**src/rtl/dac_bank_ctrl.sv**
```systemverilog
module dac_bank_ctrl #(
  parameter int N_CH = 4,
  parameter int DW = 8,
  parameter int AW = 8,
  parameter logic [AW-1:0] BASE = 8'h40
) (
  input  logic               clk,
  input  logic               rst_n,
  input  logic [AW-1:0]      bus_addr,
  input  logic [DW-1:0]      bus_wdata,
  input  logic               bus_wr,
  input  logic               freeze,
  output logic [N_CH*DW-1:0] dac_word,
  output logic [N_CH-1:0]    pending
);
  localparam logic [AW-1:0] XFER_ADDR = BASE + AW'(N_CH);

  logic xfer;
  assign xfer = bus_wr && (bus_addr == XFER_ADDR);

  for (genvar g = 0; g < N_CH; g++) begin : g_ch
    logic [DW-1:0] stage_q, out_q;
    logic          pend_q;
    logic          load;

    assign load = bus_wr && !freeze && (bus_addr == BASE + AW'(g));

    always_ff @(posedge clk or negedge rst_n) begin
      if (!rst_n) begin
        stage_q <= '0;
        out_q   <= '0;
        pend_q  <= 1'b0;
      end else begin
        if (load) begin
          stage_q <= bus_wdata;
          pend_q  <= 1'b1;
        end else if (xfer) begin
          pend_q  <= 1'b0;
        end
        if (xfer) out_q <= stage_q;
      end
    end

    assign dac_word[g*DW +: DW] = out_q;
    assign pending[g]           = pend_q;
  end
endmodule

```
**config.mk**
```make
export PLATFORM = sky130hd
export DESIGN_NAME = dac_bank_ctrl
export DESIGN_NICKNAME = d
export VERILOG_FILES = /design/src/rtl/dac_bank_ctrl.sv
export SDC_FILE = /design/constraint.sdc
export NUM_CORES = 1
export LEC_CHECK = 0
export BUFFER_PORTS_ARGS = -buffer_cell sky130_fd_sc_hd__buf_2
export CAP_MARGIN = 10
export CORE_MARGIN = 4
export CORE_UTILIZATION = 42
export CTS_CLUSTER_SIZE = 10
export DETAILED_ROUTE_END_ITERATION = 12
export PLACE_DENSITY_LB_ADDON = 0.12
export REMOVE_ABC_BUFFERS = 1
export SETUP_SLACK_MARGIN = 0.4
export SKIP_CTS_REPAIR_TIMING = 1
export SLEW_MARGIN = 10
export SYNTH_ARGS = -nofsm -noshare
export SYNTH_HDL_FRONTEND = slang
export SYNTH_SLANG_ARGS = --single-unit
```
**constraint.sdc**
```tcl
create_clock -name clk -period 0.99 [get_ports clk]
set_input_delay 0.099 -clock clk [delete_from_list [all_inputs] [get_ports clk]]
set_output_delay 0.099 -clock clk [all_outputs]
set_load 0.02 [all_outputs]
```
After elaboration in Yosys (flattened, before gate mapping). Index checks and enable logic that the tools add are counted.

Register bits after elaboration: 68. Input bits: 20. Output and inout bits: 36. Word-level logic and storage cells: 33.

Equal/unequal tests: 5. Muxes and demuxes: 5. Reductions and logical operators: 11.

Operator list (number): 8-bit by 7-bit == test with 1-bit output (second input constant) (5); 2-bit nonzero test (4); 1-bit logical AND (6); 1-bit 2-to-1 mux (5); 1-bit zero test (1).

Depth between registers and ports, before layout. Gate-level depths: netlist of run 1.

Depth in word-level cells: 4. Gate-level depth with buffers: 5. Depth with buffers taken out: 3.

Worst setup path before layout of run 1. No wires, ideal clock.

Kind: input -> register. Start point: input bus_addr[3]. End point: register g_ch[0].out_q[3]. Setup time: 0.125 ns. Data arrival time: 1.582 ns. Data required time: 0.865 ns. Slack: -0.717 ns. Stages: 5. Buffers on the path: 2. Cells stage by stage: or4b_4 > or3_1 > buf_2 > buf_6 > mux2_4.

Word-level cells in the longest chain between the ends: 2.

RTL lines: start: declaration (line 9) `input logic [AW-1:0] bus_addr,`; 8-bit by 7-bit == test with 1-bit output (line 19) `assign xfer = bus_wr && (bus_addr == XFER_ADDR);`; 1-bit logical AND (line 19); end signal: assignment (line 40) `if (xfer) out_q <= stage_q;`; end: declaration (line 22) `logic [DW-1:0] stage_q, out_q;`.

Every way passes these cells. A chain may end at the register's enable or synchronous reset.

Worst setup path in the final report of run 1.
Start point: input bus_addr[7]. End point: register g_ch[1].out_q[6].

Word-level cells in the longest chain between the ends: 2.

RTL lines (line): 8-bit by 7-bit == test with 1-bit output (19); 1-bit logical AND (19); end signal: assignment (40); end: declaration (22).

Every way passes these cells.

==> results of run 1 <==
-- state kept, by name, indices dropped and copies added (netlist names) --
signal,count
g_ch.stage_q,32
g_ch.pend_q,4
g_ch.out_q,32
-- final cells by class --
| cell class | instances | area (um^2) | share of cell area |
|---|---|---|---|
| Clock buffer | 12 | 155 | 0.0386 |
| Inverter | 1 | 3.75 | 0.000933 |
| Sequential cell | 68 | 1700 | 0.423 |
| Timing Repair Buffer | 98 | 927 | 0.230 |
| Tap cell | 77 | 96.3 | 0.0239 |
| Multi-Input combinational cell | 88 | 1090 | 0.271 |
| Clock inverter | 4 | 47.5 | 0.0118 |
-- synth_stat cells (2+ instances only) --
cell type                  n  area share
sky130_fd_sc_hd__nor2b_1   2      0.0045
sky130_fd_sc_hd__a31oi_1   2      0.0045
sky130_fd_sc_hd__buf_4     4       0.011
sky130_fd_sc_hd__mux2_2   32        0.13
sky130_fd_sc_hd__o21ai_0   6       0.011
sky130_fd_sc_hd__mux2_4   29        0.16
sky130_fd_sc_hd__dfrtp_1  68        0.61
sky130_fd_sc_hd__mux2_1    3       0.012
sky130_fd_sc_hd__buf_6     3       0.012
sky130_fd_sc_hd__nand3_1   3      0.0054
sky130_fd_sc_hd__or4b_4    2      0.0099
-- power groups by stage --
stage | combinational [uW] | sequential [uW] | clock [uW]
after CTS | 250 | 2840 | 2340
after floorplan | 61.6 | 2900 | 0
after global placement | 240 | 2890 | 0
after detailed placement | 249 | 2890 | 0
final | 297 | 2840 | 2290
after global routing | 327 | 2850 | 2460
-- worst max-delay path by stage --
stage	from	end	slack [ps]	cells past startpoint
after floorplan	bus_addr[3]	g_ch[0].out_q[0]	-1250	3
after global placement	bus_addr[3]	g_ch[2].out_q[5]	-890	5
after detailed placement	bus_addr[3]	g_ch[0].out_q[0]	-920	5
after CTS	bus_addr[3]	g_ch[0].out_q[0]	-570	5
after global routing	bus_addr[7]	g_ch[3].out_q[3]	-420	5
final	bus_addr[7]	g_ch[1].out_q[6]	-420	5
-- logic make-up (layout without fill, tap and decap cells) --
family                 Yosys count  in the layout  synth area share
flip-flops                      68             68             0.614
AND/OR/NAND/NOR                 14             14            0.0388
buffers and inverters            9            115            0.0262
multiplexers                    64             64             0.299
AO/OA/AOI/OAI                   10             10            0.0212
-- critical path, cell delays in order --
cell	delay, ps
sky130_fd_sc_hd__buf_6	100
sky130_fd_sc_hd__or4b_4	530
sky130_fd_sc_hd__or3_4	410
sky130_fd_sc_hd__buf_12	180
sky130_fd_sc_hd__mux2_4	310
-- metal layers --
layer  part of all wire  GRT usage
met1               0.44      0.197
met2               0.49      0.228
met3              0.048     0.0396
met4              0.018     0.0731
met5                  0          0
-- metrics by stage --
step                      TNS [ps]  worst slack, ps  instances  total power [uW]  area (um^2)
after floorplan             -53960            -1250        157              2960         2700
after global placement      -45130             -891        312              3130         3280
after detailed placement    -45790             -919        312              3140         3280
after CTS                   -22160             -566        328              5430         3490
after global routing        -17060             -423        348              5640         4020
final                       -15750             -423        348              5430         4020
==> run summary, run 1 <==
=================================================================================================
Site row count                                                                                 29
Leak Pwr                                                                               0.00215 uW
Synthesized netlist cell count                                                                165
Maximum clock frequency                                                                   708 MHz
Global route overflow                                                                           0
Post-route clock skew                                                                     7.21 ps
Fraction of registers with async set or reset after synthesis                                1.00
Endpoint type of the worst setup path                                                    register
Net count reported at finish                                                                  286
Slew margin rel.                                                                            0.756
Detailed-route via count                                                                     1763
Htree depth                                                                                     3
Most common library cell in the layout ignoring fill and taps                        sky130_fd_sc_hd__dfrtp_1
Final cycle utilization of the critical path                                                 1.43
Number of DRC markers in iteration 0                                                           42
First-pass GRT wire length                                                                8810 um
Clock network fraction of total power                                                       0.422
Die area                                                                                7960 um^2
Clock latency reported for the late side of the worst-skew pair                            340 ps
Startpoint of the worst register-to-register path                                    g_ch[2].out_q[2]
CTS max path bufs                                                                               2
Core utilization of the finished layout                                                     0.630
Clock input transition at the sequential cells of the worst setup and hold paths            70 ps
Sequential group share of total power                                                       0.523
Final weighted congestion of routability-driven global placement                            0.894
Most frequent cells in the layout                                                    sky130_fd_sc_hd__dfrtp_1, sky130_fd_sc_hd__buf_6, sky130_fd_sc_hd__mux2_4
Mean routed wirelength per cell                                                           17.0 um
Ratio of cells with drive above 1 in the final layout                                       0.697
Average size of a mapped cell                                                           16.8 um^2
Antenna Violating Nets Remaining                                                                0
Signal arrival time at the worst endpoint                                                 1630 ps
Post-detailed-route via-to-cell ratio                                                        5.07
Combinational power share                                                                   0.055
Worst-path maximum fanout                                                                      17
IO Port Bufs                                                                                   55
Net load switching power                                                                  1170 uW
Reg2reg end                                                                          g_ch[2].out_q[2]
Length of the first detailed-routing pass in iterations                                         4
Initial antenna violation count                                                                 0
Pwr Density                                                                          1350 nW/um^2
Crit start category                                                                     input pin
Portion of the post-synthesis area used by sequential elements                              0.614
Number of cells traversed by the worst register-to-register path                                2
Post-Syn Area                                                                           2770 um^2
IO Count                                                                                       56
Detailed-route DRC error count                                                                  0
Layout-stage area growth over the synthesis result                                          45.3%
Clock tree from TritonCTS                                                                   built
Number of max-capacitance violations reported                                                   0
Sum of routed wire length over all layers                                                 5900 um
Inserted Clock Buffers                                                                          9
Syn. warnings                                                                                   0
GRT Resource Usage Total                                                                    0.149
Reg2Reg Setup Slack                                                                         80 ps
Proportion of total power due to net switching                                              0.216
X dimension of the die                                                                    89.2 um
Tightest Pin Transition                                                                    366 ps
Run status                                                                           finished, violations left
Required time of the critical path                                                        1210 ps
Final critical-path setup slack                                                           -423 ps
Final setup violating endpoints                                                                71
Final count of pins violating max slew                                                          0
Layout filler cell count                                                                      482
Failing checks                                                                       hold timing, setup timing
Starting density of the core                                                                0.434
Total internal power                                                                      4260 uW
Pin count of the biggest net entering global routing                                           69
Buffer cell driving the clock tree root                                              sky130_fd_sc_hd__clkbuf_8
Antenna Diode Count                                                                             0
Prevailing post-synth register cell                                                  sky130_fd_sc_hd__dfrtp_1
Worst min-delay path category                                                        input pin to async pin
Placed wire-length estimate after detailed placement                                      3770 um
Peak supply drop                                                                       0.000809 V
Shortest period the worst path allows                                                     1410 ps
Setup repair after global routing missed its margin                                          true
Number of distinct library cell variants in the gate-level netlist after synthesis             22
Core region area                                                                        6390 um^2
Number of global-route vias before repair                                                    1789
Hold Vio Cnt, Final                                                                            68
Tightest hold margin                                                                      -236 ps
Num Clock Sinks                                                                                68
Chip height                                                                               89.2 um
Critical setup path kind                                                             input pin to register
Number of enable-type register cells in the synthesized netlist                                 0
Number of synthesized register bits                                                            68
=================================================================================================
No activity file was read; power rests on OpenSTA's default activity.
==> inputs of run 2 (changes only) <==
- ABC_AREA: default -> 1
- SKIP_LAST_GASP: default -> 1
==> run summary, run 2 <==
=================================================================================================
Core region area                                                                        6790 um^2
Post-route non-filler standard cell count                                                     544
Number of DRC markers in iteration 0                                                           80
Number of max-capacitance violations reported                                                   0
Number of distinct library cell variants in the gate-level netlist after synthesis             17
Portion of the post-synthesis area used by sequential elements                              0.582
Most frequent cells in the layout                                                    sky130_fd_sc_hd__nand2_1, sky130_fd_sc_hd__dfrtp_1, sky130_fd_sc_hd__buf_6
IO Count                                                                                       56
Post-Syn Area                                                                           2920 um^2
Most Crowded Layer GR                                                                        met2
Shortest period the worst path allows                                                      990 ps
Antenna Diode Count                                                                             0
Number of global-route vias before repair                                                    2459
Placement Cell Area                                                                     3430 um^2
Tightest Pin Transition                                                                    343 ps
Cell with the most instances after synthesis                                         sky130_fd_sc_hd__nand2_1
Pin count of the biggest net entering global routing                                           30
Required time of the critical path                                                         890 ps
Setup repair after global routing missed its margin                                          true
Worst-path maximum fanout                                                                       2
Syn. warnings                                                                                   0
Prevailing post-synth register cell                                                  sky130_fd_sc_hd__dfrtp_1
Worst min-delay path category                                                        input pin to async pin
Synthesized netlist cell count                                                                329
Post-detailed-route via-to-cell ratio                                                        4.89
Cell family with most CP delay                                                         flip-flops
Maximum clock frequency                                                                  1010 MHz
Final setup violating endpoints                                                                 1
Leading registers by flop count                                                      g_ch.out_q x32, g_ch.stage_q x32, g_ch.pend_q x4
Placed wire-length estimate after detailed placement                                      4850 um
Critical setup path kind                                                             register to primary output
Initial antenna violation count                                                                 0
Clock latency reported for the late side of the worst-skew pair                            340 ps
Met1 Usage GRT                                                                              0.231
Failing checks                                                                       hold timing, setup timing
Most common library cell in the layout ignoring fill and taps                        sky130_fd_sc_hd__nand2_1
X dimension of the die                                                                    91.4 um
GRT Resource Usage Total                                                                    0.177
Average size of a mapped cell                                                           8.89 um^2
Post-route clock skew                                                                     5.50 ps
Die area                                                                                8360 um^2
Post-placement worst setup slack                                                          -175 ps
Pwr Density                                                                          1130 nW/um^2
Fraction of registers with async set or reset after synthesis                                1.00
IO Port Bufs                                                                                   55
Num Clock Sinks                                                                                68
Placed cell count                                                                             488
Clock tree from TritonCTS                                                                   built
Final weighted congestion of routability-driven global placement                            0.842
Design Area, Final                                                                      4710 um^2
Mean routed wirelength per cell                                                           15.5 um
Starting density of the core                                                                0.430
Top cells by instance count after synthesis                                          sky130_fd_sc_hd__nand2_1, sky130_fd_sc_hd__dfrtp_1, sky130_fd_sc_hd__nand3_1
Slew margin rel.                                                                            0.771
First-pass GRT wire length                                                               11700 um
Fraction of synthesized cell area taken by the top area cell type                           0.582
Final cycle utilization of the critical path                                                 1.00
Final count of pins violating max slew                                                          0
Inserted Clock Buffers                                                                          9
Top cells by area in the synthesized netlist                                         sky130_fd_sc_hd__dfrtp_1, sky130_fd_sc_hd__nand2_1, sky130_fd_sc_hd__nand3_1
Detailed-route DRC error count                                                                  0
Cell with the largest stage delay on the worst path                                  sky130_fd_sc_hd__dfrtp_1
Number of enable-type register cells in the synthesized netlist                                 0
CTS max path bufs                                                                               2
Ratio of cells with drive above 1 in the final layout                                       0.507
Endpoint type of the worst setup path                                                primary output
Leak Pwr                                                                               0.00249 uW
Tightest hold margin                                                                      -351 ps
Length of the first detailed-routing pass in iterations                                         4
Layout filler cell count                                                                      543
Met3 layer usage reported by global route                                                  0.0365
Site row count                                                                                 30
Antenna Violating Nets Remaining                                                                0
Total power consumption of the routed design                                              5320 uW
Signal arrival time at the worst endpoint                                                  890 ps
Final critical-path setup slack                                                         -0.139 ps
Global route overflow                                                                           0
Net count reported at finish                                                                  465
Hold Vio Cnt, Final                                                                            68
Clock input transition at the sequential cells of the worst setup and hold paths            70 ps
Run status                                                                           finished, violations left
Setup Total Neg Slack                                                                   -0.139 ps
Layout-stage area growth over the synthesis result                                          61.2%
Largest stage delay on the critical path                                                   410 ps
Htree depth                                                                                     3
Buffer cell driving the clock tree root                                              sky130_fd_sc_hd__clkbuf_8
Chip height                                                                               91.4 um
Detailed-route via count                                                                     2661
Crit start category                                                                      register
Number of synthesized register bits                                                            68
Cell type contributing the most total cell area after synthesis                      sky130_fd_sc_hd__dfrtp_1
Sum of routed wire length over all layers                                                 8440 um
Peak supply drop                                                                       0.000758 V
Count of buffer and inverter cells on the critical path                                         1
Met2 Resource Use GR                                                                        0.283
Worst-path cell chain                                                                       buf_6
=================================================================================================
[run 2: path summary, 6_finish.rpt]
check	startpoint	endpoint	slack, ps	depth (start not counted)
max in group asynchronous	rst_n	g_ch[0].out_q[3]	870	2
hold reg to reg	g_ch[3].stage_q[4]	g_ch[3].stage_q[4]	470	2
min in group clk	bus_wdata[1]	g_ch[3].stage_q[1]	70	3
hold / removal	rst_n	g_ch[3].out_q[4]	-350	1
setup / recovery	g_ch[0].out_q[4]	dac_word[4]	-0.1	1
setup reg to reg	g_ch[1].pend_q	g_ch[1].pend_q	180	4
[run 2: per-stage QoR]
stage | hold slack [ps] | utilization
after floorplan | -197 | -
after global placement | 23.9 | 0.505
after detailed placement | 20.1 | 0.505
after CTS | -350 | 0.528
after global routing | -331 | 0.694
final | -351 | 0.694
[run 2: cell type report]
cell class	instances	area [um^2]	share of cell area
sequential	68	1700	0.361
multi-input combinational	234	1400	0.298
timing repair buffer	119	1280	0.271
clock buffer	11	141	0.0300
tap	96	120	0.0255
inverter	13	56.3	0.0119
clock inverter	3	15.0	0.00318
[run 2: cell families after synthesis]
logic type    count (synthesis)  synth area share
simple gates                230             0.355
flops                        68             0.582
buf+inv                      31            0.0633
[run 2: report_power, final]
part	internal, uW	total (uW)	leakage [uW]	switching (uW)
clock	937	1930	0.0000848	990
combinational	229	536	0.00146	307
sequential	2820	2850	0.000947	31.3
[run 2: layer usage]
layer	share of wire	routed length [um]
met1	0.45	3780
met2	0.50	4240
met5	0	0
met3	0.031	262
met4	0.019	162
==> inputs of run 3 (changes only) <==
- clock period: 0.99 -> 0.8 ns (I/O delays scaled with it)
==> run summary, run 3 (synthesis gave the netlist of run 2 again) <==
===============================================================================================
Clock input transition at the sequential cells of the worst setup and hold paths          70 ps
Most common library cell in the layout ignoring fill and taps                      sky130_fd_sc_hd__nand2_1
Pwr Density                                                                        1440 nW/um^2
Shortest period the worst path allows                                                    967 ps
Proportion of total power due to net switching                                            0.244
Pin count of the biggest net entering global routing                                         69
Final cycle utilization of the critical path                                               1.21
Number of global-route vias before repair                                                  2344
Leak Pwr                                                                             0.00250 uW
Initial antenna violation count                                                               0
Ratio of cells with drive above 1 in the final layout                                     0.502
Number of max-capacitance violations reported                                                 0
Cell with the largest stage delay on the worst path                                sky130_fd_sc_hd__dfrtp_1
CTS max path bufs                                                                             2
Worst-path cell chain                                                                     buf_6
Highest metal layer with signal wires                                                      met4
Endpoint type of the worst setup path                                              primary output
Sum of routed wire length over all layers                                               8480 um
Total power consumption of the routed design                                            6880 uW
Cell family with most CP delay                                                       flip-flops
Net load switching power                                                                1680 uW
Antenna Diode Count                                                                           0
Final count of pins violating max slew                                                        0
Final critical-path setup slack                                                         -167 ps
Mean routed wirelength per cell                                                         15.5 um
Antenna Violating Nets Remaining                                                              0
Detailed-routing wirelength on met1                                                     3630 um
Largest stage delay on the critical path                                                 410 ps
First-pass GRT wire length                                                             11400 um
Critical setup path kind                                                           register to primary output
Number of DRC markers in iteration 0                                                         82
Post-placement worst setup slack                                                        -366 ps
Clock tree from TritonCTS                                                                 built
Placement Cell Area                                                                   3420 um^2
Total met2 wirelength after detailed routing                                            4180 um
Placed wire-length estimate after detailed placement                                    4680 um
Failing checks                                                                     hold timing, setup timing
Tightest hold margin                                                                    -271 ps
Length of the first detailed-routing pass in iterations                                       4
Number of cells traversed by the worst register-to-register path                              3
X dimension of the die                                                                  91.4 um
Required time of the critical path                                                       720 ps
Startpoint of the worst register-to-register path                                  g_ch[2].pend_q
Crit start category                                                                    register
Site row count                                                                               30
Clock network fraction of total power                                                     0.389
Total internal power                                                                    5200 uW
Combinational power share                                                                 0.097
Tightest Pin Transition                                                                  366 ps
Htree depth                                                                                   3
Signal arrival time at the worst endpoint                                                890 ps
Die area                                                                              8360 um^2
Wire length on met3                                                                      496 um
Buffer cell driving the clock tree root                                            sky130_fd_sc_hd__clkbuf_8
IO Count                                                                                     56
Maximum clock frequency                                                                1030 MHz
Reg2reg end                                                                        g_ch[2].pend_q
Clock latency reported for the late side of the worst-skew pair                          340 ps
Peak supply drop                                                                     0.000793 V
Worst-path maximum fanout                                                                     2
Slew margin rel.                                                                          0.756
Starting density of the core                                                              0.430
Num Clock Sinks                                                                              68
Post-route clock skew                                                                   11.1 ps
GRT Resource Usage Total                                                                  0.174
Net count reported at finish                                                                465
Core region area                                                                      6790 um^2
Sequential group share of total power                                                     0.514
Layout-stage area growth over the synthesis result                                        62.9%
Worst min-delay path category                                                      input pin to async pin
Setup repair after global routing missed its margin                                        true
Chip height                                                                             91.4 um
Count of buffer and inverter cells on the critical path                                       1
Run status                                                                         finished, violations left
Post-detailed-route via-to-cell ratio                                                      4.96
Design Area, Final                                                                    4760 um^2
Most frequent cells in the layout                                                  sky130_fd_sc_hd__nand2_1, sky130_fd_sc_hd__dfrtp_1, sky130_fd_sc_hd__nand2_2
Detailed-route via count                                                                   2706
Inserted Clock Buffers                                                                        9
Hold Vio Cnt, Final                                                                          68
Reg2Reg Setup Slack                                                                       70 ps
Leading registers by flop count                                                    g_ch.out_q x32, g_ch.stage_q x32, g_ch.pend_q x4
Global route overflow                                                                         0
Final weighted congestion of routability-driven global placement                          0.864
Detailed-route DRC error count                                                                0
IO Port Bufs                                                                                 55
Final setup violating endpoints                                                              36
===============================================================================================
-- run 3: final cells by class --
type | instances | area, um^2
inverters | 13 | 51.3
multi-input cells | 234 | 1380
clock inverters | 5 | 52.6
clock buffers | 11 | 131
well taps | 96 | 120
fillers | 509 | 2030
repair buffers | 119 | 1330
flip-flops and latches | 68 | 1700
-- run 3: power groups by stage --
| stage | Clock, uW | Combinational [uW] | Sequential, uW |
|---|---|---|---|
| final | 2670 | 670 | 3530 |
| after global routing | 2900 | 721 | 3540 |
| after CTS | 2730 | 447 | 3520 |
| after detailed placement | 0 | 445 | 3590 |
| after global placement | 0 | 439 | 3590 |
| after floorplan | 0 | 142 | 3600 |
-- run 3: metal layers --
layer,vias to the layer above,global-route usage
met2,87,0.273
met5,-,0
met3,19,0.0323
li1,1311,-
met4,0,0.0829
met1,1289,0.233
-- run 3: through the flow --
step	utilization	TNS (ps)	instances	hold slack, ps
global route	0.701	-6920	546	-237
CTS	0.531	-6130	503	-240
finish	0.701	-5560	546	-271
detailed placement	0.503	-21940	487	131
floorplan	-	-30480	311	-216
global placement	0.503	-21190	487	126
-- run 3: worst max path at each step --
stage / from / endpoint / slack, ps / cells past startpoint
5_1_grt: g_ch[3].out_q[6] / dac_word[30] / -200 / 1
3_3_place_gp: bus_addr[5] / g_ch[0].stage_q[3] / -340 / 7
2_1_floorplan: bus_addr[5] / g_ch[0].pend_q / -480 / 6
4_1_cts: g_ch[0].out_q[2] / dac_word[2] / -190 / 1
6_report: g_ch[2].out_q[7] / dac_word[23] / -170 / 1
3_5_place_dp: bus_addr[5] / g_ch[0].stage_q[1] / -370 / 7
